--- config.mk ---
export PLATFORM = sky130hd
export DESIGN_NAME = hswap_unit
export DESIGN_NICKNAME = d
export VERILOG_FILES = /design/src/rtl/hswap_pkg.sv /design/src/rtl/hswap_decode.sv /design/src/rtl/hswap_seq.sv /design/src/rtl/hswap_unit.sv
export SDC_FILE = /design/constraint.sdc
export NUM_CORES = 1
export LEC_CHECK = 0
export BUFFER_PORTS_ARGS = -buffer_cell sky130_fd_sc_hd__buf_2
export CELL_PAD_IN_SITES_DETAIL_PLACEMENT = 1
export CELL_PAD_IN_SITES_GLOBAL_PLACEMENT = 1
export CORE_MARGIN = 10
export CORE_UTILIZATION = 31
export CTS_BUF_LIST = sky130_fd_sc_hd__clkbuf_8
export DETAILED_ROUTE_END_ITERATION = 7
export GPL_TIMING_DRIVEN = 0
export PLACE_DENSITY_LB_ADDON = 0.1
export SLEW_MARGIN = 10
export SYNTH_ARGS = -nofsm -noshare
export SYNTH_HDL_FRONTEND = slang
export SYNTH_SLANG_ARGS = --single-unit
export TNS_END_PERCENT = 100
--- constraint.sdc ---
create_clock -name clk -period 2.5 [get_ports clk]
set_clock_uncertainty 0.15 [all_clocks]
set_input_delay 0.25 -clock clk [delete_from_list [all_inputs] [get_ports clk]]
set_output_delay 0.25 -clock clk [all_outputs]
set_load 0.03 [all_outputs]
--- src/rtl/hswap_pkg.sv ---
package hswap_pkg;

    localparam int INSTR_W      = 32;
    localparam int IDX_W        = 5;
    localparam int ADDR_W       = 64;
    localparam int HALF_W       = 16;
    localparam int WB_W         = 32;
    localparam int SP_ALIGN_LSB = 4;

    localparam logic [IDX_W-1:0] ZERO_IDX = '1;

    typedef enum logic [1:0] {
        ST_IDLE,
        ST_READ,
        ST_WRITE,
        ST_WB
    } hs_state_e;

    typedef enum logic [1:0] {
        FLT_NONE,
        FLT_UNDEF,
        FLT_SP,
        FLT_MIS
    } hs_fault_e;

    typedef struct packed {
        logic              acq;
        logic              rel;
        logic              tag;
        logic [IDX_W-1:0]  dst;
        logic [ADDR_W-1:0] addr;
        logic [HALF_W-1:0] wdata;
    } hs_op_t;

    function automatic logic enc_legal(input logic [INSTR_W-1:0] w);
        return (w[31:24] == 8'b0111_1000) && w[21] && (w[15:10] == 6'b10_0000);
    endfunction

    function automatic logic [WB_W-1:0] zext_half(input logic [HALF_W-1:0] h);
        return {{(WB_W-HALF_W){1'b0}}, h};
    endfunction

endpackage

--- src/rtl/hswap_decode.sv ---
module hswap_decode
    import hswap_pkg::*;
(
    input  logic [INSTR_W-1:0] instr,
    input  logic [ADDR_W-1:0]  base_data,
    input  logic [HALF_W-1:0]  src_data,
    input  logic [ADDR_W-1:0]  sp,
    output logic [IDX_W-1:0]   src_idx,
    output logic [IDX_W-1:0]   base_idx,
    output hs_op_t             op,
    output hs_fault_e          fault
);

    logic [IDX_W-1:0] dst_idx;
    logic             base_is_sp;
    logic             sp_bad;

    assign src_idx    = instr[20:16];
    assign base_idx   = instr[9:5];
    assign dst_idx    = instr[4:0];
    assign base_is_sp = (base_idx == ZERO_IDX);
    assign sp_bad     = |sp[SP_ALIGN_LSB-1:0];

    always_comb begin
        op.acq   = instr[23] && (dst_idx != ZERO_IDX);
        op.rel   = instr[22];
        op.tag   = !base_is_sp;
        op.dst   = dst_idx;
        op.addr  = base_is_sp ? sp : base_data;
        op.wdata = src_data;
    end

    // Priority: encoding, then stack-pointer alignment, then halfword alignment
    always_comb begin
        if (!enc_legal(instr))
            fault = FLT_UNDEF;
        else if (base_is_sp && sp_bad)
            fault = FLT_SP;
        else if (op.addr[0])
            fault = FLT_MIS;
        else
            fault = FLT_NONE;
    end

endmodule

--- src/rtl/hswap_seq.sv ---
module hswap_seq
    import hswap_pkg::*;
(
    input  logic              clk,
    input  logic              rst,
    input  logic              in_valid,
    output logic              in_ready,
    input  hs_op_t            op_in,
    input  hs_fault_e         fault_in,
    output logic              mem_req,
    output logic              mem_we,
    output logic              mem_lock,
    output logic [ADDR_W-1:0] mem_addr,
    output logic [HALF_W-1:0] mem_wdata,
    input  logic              mem_ack,
    input  logic [HALF_W-1:0] mem_rdata,
    output logic              wb_en,
    output logic [IDX_W-1:0]  wb_idx,
    output logic [WB_W-1:0]   wb_data,
    output logic              flag_acq,
    output logic              flag_rel,
    output logic              flag_tag,
    output logic              fault_undef,
    output logic              fault_sp_align,
    output logic              fault_misalign
);

    hs_state_e         state;
    hs_op_t            op_q;
    logic [HALF_W-1:0] old_q;
    hs_fault_e         fault_q;
    logic              busy;

    always_ff @(posedge clk) begin
        if (rst) begin
            state   <= ST_IDLE;
            op_q    <= '0;
            old_q   <= '0;
            fault_q <= FLT_NONE;
        end else begin
            fault_q <= FLT_NONE;
            unique case (state)
                ST_IDLE: begin
                    if (in_valid) begin
                        if (fault_in != FLT_NONE) begin
                            fault_q <= fault_in;
                        end else begin
                            op_q  <= op_in;
                            state <= ST_READ;
                        end
                    end
                end
                ST_READ: begin
                    if (mem_ack) begin
                        old_q <= mem_rdata;
                        state <= ST_WRITE;
                    end
                end
                ST_WRITE: begin
                    if (mem_ack)
                        state <= ST_WB;
                end
                ST_WB: state <= ST_IDLE;
                default: state <= ST_IDLE;
            endcase
        end
    end

    assign busy      = (state != ST_IDLE);
    assign in_ready  = !busy;

    assign mem_req   = (state == ST_READ) || (state == ST_WRITE);
    assign mem_we    = (state == ST_WRITE);
    assign mem_lock  = mem_req;
    assign mem_addr  = op_q.addr;
    assign mem_wdata = op_q.wdata;

    assign wb_en     = (state == ST_WB) && (op_q.dst != ZERO_IDX);
    assign wb_idx    = op_q.dst;
    assign wb_data   = zext_half(old_q);

    assign flag_acq  = busy && op_q.acq;
    assign flag_rel  = busy && op_q.rel;
    assign flag_tag  = busy && op_q.tag;

    assign fault_undef    = (fault_q == FLT_UNDEF);
    assign fault_sp_align = (fault_q == FLT_SP);
    assign fault_misalign = (fault_q == FLT_MIS);

endmodule

--- src/rtl/hswap_unit.sv ---
module hswap_unit
    import hswap_pkg::*;
(
    input  logic               clk,
    input  logic               rst,
    input  logic               instr_valid,
    output logic               instr_ready,
    input  logic [INSTR_W-1:0] instr_word,
    output logic [IDX_W-1:0]   rf_src_idx,
    input  logic [HALF_W-1:0]  rf_src_data,
    output logic [IDX_W-1:0]   rf_base_idx,
    input  logic [ADDR_W-1:0]  rf_base_data,
    input  logic [ADDR_W-1:0]  sp_value,
    output logic               mem_req,
    output logic               mem_we,
    output logic               mem_lock,
    output logic [ADDR_W-1:0]  mem_addr,
    output logic [HALF_W-1:0]  mem_wdata,
    input  logic               mem_ack,
    input  logic [HALF_W-1:0]  mem_rdata,
    output logic               wb_en,
    output logic [IDX_W-1:0]   wb_idx,
    output logic [WB_W-1:0]    wb_data,
    output logic               flag_acq,
    output logic               flag_rel,
    output logic               flag_tag,
    output logic               fault_undef,
    output logic               fault_sp_align,
    output logic               fault_misalign
);

    hs_op_t    dec_op;
    hs_fault_e dec_fault;

    hswap_decode u_decode (
        .instr     (instr_word),
        .base_data (rf_base_data),
        .src_data  (rf_src_data),
        .sp        (sp_value),
        .src_idx   (rf_src_idx),
        .base_idx  (rf_base_idx),
        .op        (dec_op),
        .fault     (dec_fault)
    );

    hswap_seq u_seq (
        .clk            (clk),
        .rst            (rst),
        .in_valid       (instr_valid),
        .in_ready       (instr_ready),
        .op_in          (dec_op),
        .fault_in       (dec_fault),
        .mem_req        (mem_req),
        .mem_we         (mem_we),
        .mem_lock       (mem_lock),
        .mem_addr       (mem_addr),
        .mem_wdata      (mem_wdata),
        .mem_ack        (mem_ack),
        .mem_rdata      (mem_rdata),
        .wb_en          (wb_en),
        .wb_idx         (wb_idx),
        .wb_data        (wb_data),
        .flag_acq       (flag_acq),
        .flag_rel       (flag_rel),
        .flag_tag       (flag_tag),
        .fault_undef    (fault_undef),
        .fault_sp_align (fault_sp_align),
        .fault_misalign (fault_misalign)
    );

endmodule

=== Yosys cells after proc, flatten, opt, wreduce, memory -nomap -nowiden ===
Index checks and enable logic that the tools add are counted.

* Add/subtract/negate cells: 0
* Multipliers: 0
* Divide/modulo/power cells: 0
* Order comparisons: 0
* Eq/ne operators: 15
* Shifts and indexed selects: 0
* Multiplexer cells: 9
* Bitwise logic cells: 3
* Reductions and logical operators: 19

{| class="wikitable"
|+ Operators with widths
! cell !! number
|-
| two-way mux 64 bit || 1
|-
| two-way mux 2 bit || 7
|-
| != test 5 bit (second input constant) || 2
|-
| equality test 2 bit (second input constant) || 4
|-
| equality test 8 x 7 -> 1 bit (second input constant) || 1
|-
| logical AND 1 bit || 8
|-
| case mux 2 bit (4 select lines) || 1
|-
| OR reduction 4 bit || 2
|-
| equality test 6 bit (second input constant) || 1
|-
| != test 2 bit (second input constant) || 3
|-
| equality test 5 bit (second input constant) || 1
|-
| equality test 2 x 1 -> 1 bit (second input constant) || 2
|-
| AND reduction 4 bit || 1
|-
| nonzero test 2 bit || 2
|-
| NOT 1 bit || 3
|-
| AND reduction 3 bit || 1
|-
| zero test 1 bit || 2
|-
| zero test 2 bit || 1
|-
| != test 2 x 1 -> 1 bit (second input constant) || 1
|-
| AND reduction 2 bit || 1
|-
| logical OR 1 bit || 1
|}

* Bits in registers: 108
* Latch bits: 0
* RAM bits: 0
* ROM bits: 0
* Input bits: 196
* Output and inout bits: 138
* Logic and storage cells: 55
* Memories: 0

=== Logic depth before layout (Yosys ltp) ===
* Depth in word-level cells: 9
* Depth in mapped cells: 8
* Depth with buffers taken out: 6

=== Cells and area by module ===
Synthesis repeated with hierarchy kept, for this count alone.

* Cell total of the unflattened synthesis: 706
* Area total of the unflattened synthesis: 5,923.2 µm²

{| class="wikitable"
|+ By module, submodules not included
! module !! instances !! cells an instance !! area an instance (µm²) !! seq. area each (µm²)
|-
| hswap_seq || 1 || 589 || 4,648.2 || 2,162.1
|-
| hswap_decode || 1 || 117 || 1,275.0 || 0.0
|}

=== Worst setup path before layout ===
No wires, ideal clock.

* Path type: reg-to-reg
* From: reg u_seq.state[0]
* To: reg u_seq.op_q, in the netlist u_seq.mem_addr[10]
* Setup time: 0.121 ns
* Data arrival time: 2.279 ns
* Required time: 2.229 ns
* Path slack: -0.050 ns
* Cell stages (with the launch flop): 9
* Path buffers: 3
* Clock period less this slack: 2.550 ns
* Cell sequence: dfxtp_1 > inv_1 > ha_1 > clkbuf_1 > nand2_1 > or4_1 > buf_4 > buf_6 > mux2_4

* Word-level cells in the longest chain between the ends: 2

{| class="wikitable"
|+ RTL lines
! item !! line !! text
|-
| from (decl) || hswap_seq.sv:28 || <nowiki>hs_state_e state;</nowiki>
|-
| from (signal assigned) || hswap_seq.sv:36 || <nowiki>state <= ST_IDLE;</nowiki>
|-
| from (signal assigned) || hswap_seq.sv:49 || <nowiki>state <= ST_READ;</nowiki>
|-
| from (signal assigned) || hswap_seq.sv:56 || <nowiki>state <= ST_WRITE;</nowiki>
|-
| zero test 2 bit || hswap_seq.sv:42 || <nowiki>unique case (state)</nowiki>
|-
| AND reduction 3 bit (no line) || n/a ||
|-
| to (signal assigned) || hswap_seq.sv:48 || <nowiki>op_q <= op_in;</nowiki>
|-
| to (decl) || hswap_seq.sv:29 || <nowiki>hs_op_t op_q;</nowiki>
|}

No other way between the ends.
A chain may end at the register's enable or synchronous reset.

=== Worst setup path in the final report ===
* From: reg u_seq.state[0]
* To: reg u_seq.op_q, in the netlist u_seq.mem_addr[14]

Same word-level chain as after synthesis.

==> impl_metrics.csv <==
group,metric,value,unit
run_status,status,"finished clean",
drt,dr.pass1.iters,4,
timing,finalCriticalPeriod,2.30,ns
logic_synthesis,synthArstFlopShare,0,%
drt,wirelength,26500,um
drt,post_drt_via_cell_ratio,4.70,
critical_path,crit_arrival,2.44,ns
floorplanning,fp.dieH,168,um
logic_synthesis,syn_area_per_cell,8.58,um2
place,dp_cells,1389,
floorplanning,ios,334,
clock_tree,cts_made_buffers,9,
timing,fin_tns_setup,0,ns
drt,num_vias,6789,
logic_synthesis,synthTopCellsByArea,"dfxtp_1, mux2_4, buf_4, a21oi_1, nor2b_1",
timing,finalSetupViolCount,0,
clock_tree,clkSinkCount,108,
logic_synthesis,synth_area,6760,um2
grt,grt_pass1_wl,41100,um
cells_and_area,final_cells,1446,
cells_and_area,n_fill_cell,2664,
drt,post-route-drc-count,0,
timing,fmax,434,MHz
floorplanning,die_x,168,um
grt,grt_max_degree,21,
timing,setup_slack,0.198,ns
place,dp_hpwl,20500,um
clock_tree,htreeDepth,3,
floorplanning,initial_core_util,31.8,%
logic_synthesis,synth-seq-cells,108,
power_and_ir_drop,p_per_area,396,nW/um2
floorplanning,core,21200,um2
clock_tree,clkLatencyLatePin,0.40,ns
logic_synthesis,synth.distinct_cells,41,
logic_synthesis,synth-main-ff-cell,"dfxtp_1",
critical_path,cp_max_fo,10,
logic_synthesis,synth_area_leader_cell,"dfxtp_1",
timing,report.final.slew_viol_count,0,
cells_and_area,drive_above_1_share,44.6,%
timing,rsz0062_at_grt,"no",
clock_tree,path_clk_slew,0.12,ns
timing,worst_pin_slew,0.805,ns
timing,min_period_over_period,92.1,%
clock_tree,root_buffer,"clkbuf_8",
timing,slew_headroom,45.8,%
clock_tree,cts_tree,"done",
power_and_ir_drop,leakagePower,0.00446,uW
timing,final_hold_viol_count,0,
drt,ant_nets,0,
logic_synthesis,syn_inst,788,
grt,antenna_found_initial,5,
drt,drt_iter0_drc,384,
grt,grt_pass1_vias,7272,
cells_and_area,fin_util,43.9,%
cells_and_area,area_delta_synth_final,37.8,%
critical_path,startpoint_type,"flip-flop",
run,maxCapViolCount,0,
place,io_buffers,311,
cells_and_area,nets,1362,
floorplanning,fp-row-count,53,
grt,overflow,0,
timing,whs,0.110,ns
critical_path,end_kind,"flip-flop",
power_and_ir_drop,ir_worst_vdd,0.000273,V
critical_path,crit_required,2.64,ns
logic_synthesis,yosysSeqAreaShare,32.0,%
clock_tree,cts_setup_buffers,0,
floorplanning,die-area,28100,um2
hold_path,worstHoldPathType,"in2reg",
clock_tree,clk_path_buf_depth,2,
place,place_worst_setup_slack,-0.359,ns
logic_synthesis,synth_edf_count,0,
logic_synthesis,yosys_warnings,0,
logic_synthesis,synth_top_area_share,32.0,%
logic_synthesis,yosys-top-cells-count,"buf_4, dfxtp_1, a21oi_1",
place,place_congestion,0.759,
critical_path,criticalPathCategory,"reg2reg",
grt,grt_usage,18.0,%
logic_synthesis,yosysMostFrequentCell,"buf_4",
drt,wl_per_cell,18.3,um
[per-stage QoR]
step	cell area, um2	total power (uW)
3_3_place_gp	8720	2550
4_1_cts	9290	3750
3_5_place_dp	8720	2550
6_report	9310	3690
5_1_grt	9310	3900
2_1_floorplan	6820	2240
[worst max-delay path: stages, from the launching register on]
cell     delay (ns)
dfxtp_1        0.36
inv_1          0.15
ha_4           0.23
nand2_2        0.13
or4_1          0.48
buf_4          0.20
buf_6          0.18
mux2_4         0.30
[layout by cell type, fill, tap and decap left out, types with 3 or more instances in the layout]
master,Yosys,layout
a21oi_1,106,106
and4_1,3,3
buf_1,5,5
buf_2,0,311
buf_4,113,113
buf_6,6,6
clkbuf_1,62,61
clkbuf_8,0,9
conb_1,1,16
dfxtp_1,108,108
diode_2,0,4
dlygate4sd3_1,0,38
ha_1,4,3
inv_8,0,3
mux2_2,6,6
mux2_4,60,60
nand2_1,38,37
nand3_1,65,65
nor2_1,4,4
nor2b_1,70,70
o2111ai_1,22,22
o21ai_0,66,66
o41ai_1,22,22
[state kept, by name (all words and copies together) (netlist names)]
name and cells:
u_seq.fault_q 2, u_seq.mem_addr 64, u_seq.mem_wdata 16, u_seq.old_q 16, u_seq.op_q 3, u_seq.state 2
u_seq.wb_idx 5
[cell type report]
class	instances	area [um2]	area share, %
timing repair buffer	349	1940	20.8
clock buffer	9	124	1.33
sequential	108	2160	23.2
antenna	4	10.0	0.107
multi-input combinational	506	3490	37.5
inverter	3	11.3	0.121
clock inverter	7	67.6	0.725
tap	275	344	3.69
buffer	185	1160	12.5
[where the power goes]
group	internal (uW)	leakage, uW	switching (uW)
clock network	392	0.0000958	723
registers	1750	0.000870	15.5
logic	316	0.00349	497
[timing repair]
| item | in CTS | in global routing |
|---|---|---|
| setup endpoints to repair | 65 | 63 |
| hold endpoints to repair | 38 | 0 |
| hold buffers | 38 | 0 |
| gates resized for setup | 0 | 3 |
[metal layers]
layer  global-route usage [%]  wire length, um
met5                        0               20
met1                     21.7            11400
met3                     5.34             1680
met2                     30.5            13100
met4                     4.88              284
[logic make-up (layout without fill, tap and decap cells)]
family                   count (synthesis)  in the layout  share of synthesized area, %
multiplexers                            66             66                          14.3
other                                    1             20                        0.0555
adder cells (fa/ha/maj)                  4              4                         0.741
AO/OA/AOI/OAI                          222            222                          19.2
flip-flops                             108            108                          32.0
buffers and inverters                  189            553                          17.4
AND/OR/NAND/NOR                        198            198                          16.3
[worst paths after layout]
check                           depth (start not counted)           start                  to  slack, ns
worst max-delay path                                    7  u_seq.state[0]  u_seq.mem_addr[14]       0.20
worst min-delay path                                    3     instr_valid      u_seq.state[0]       0.11
worst max register to register                          7  u_seq.state[0]  u_seq.mem_addr[14]       0.20
worst min register to register                          2  u_seq.old_q[0]      u_seq.old_q[0]       0.31
(Power assumes the default switching activity.)
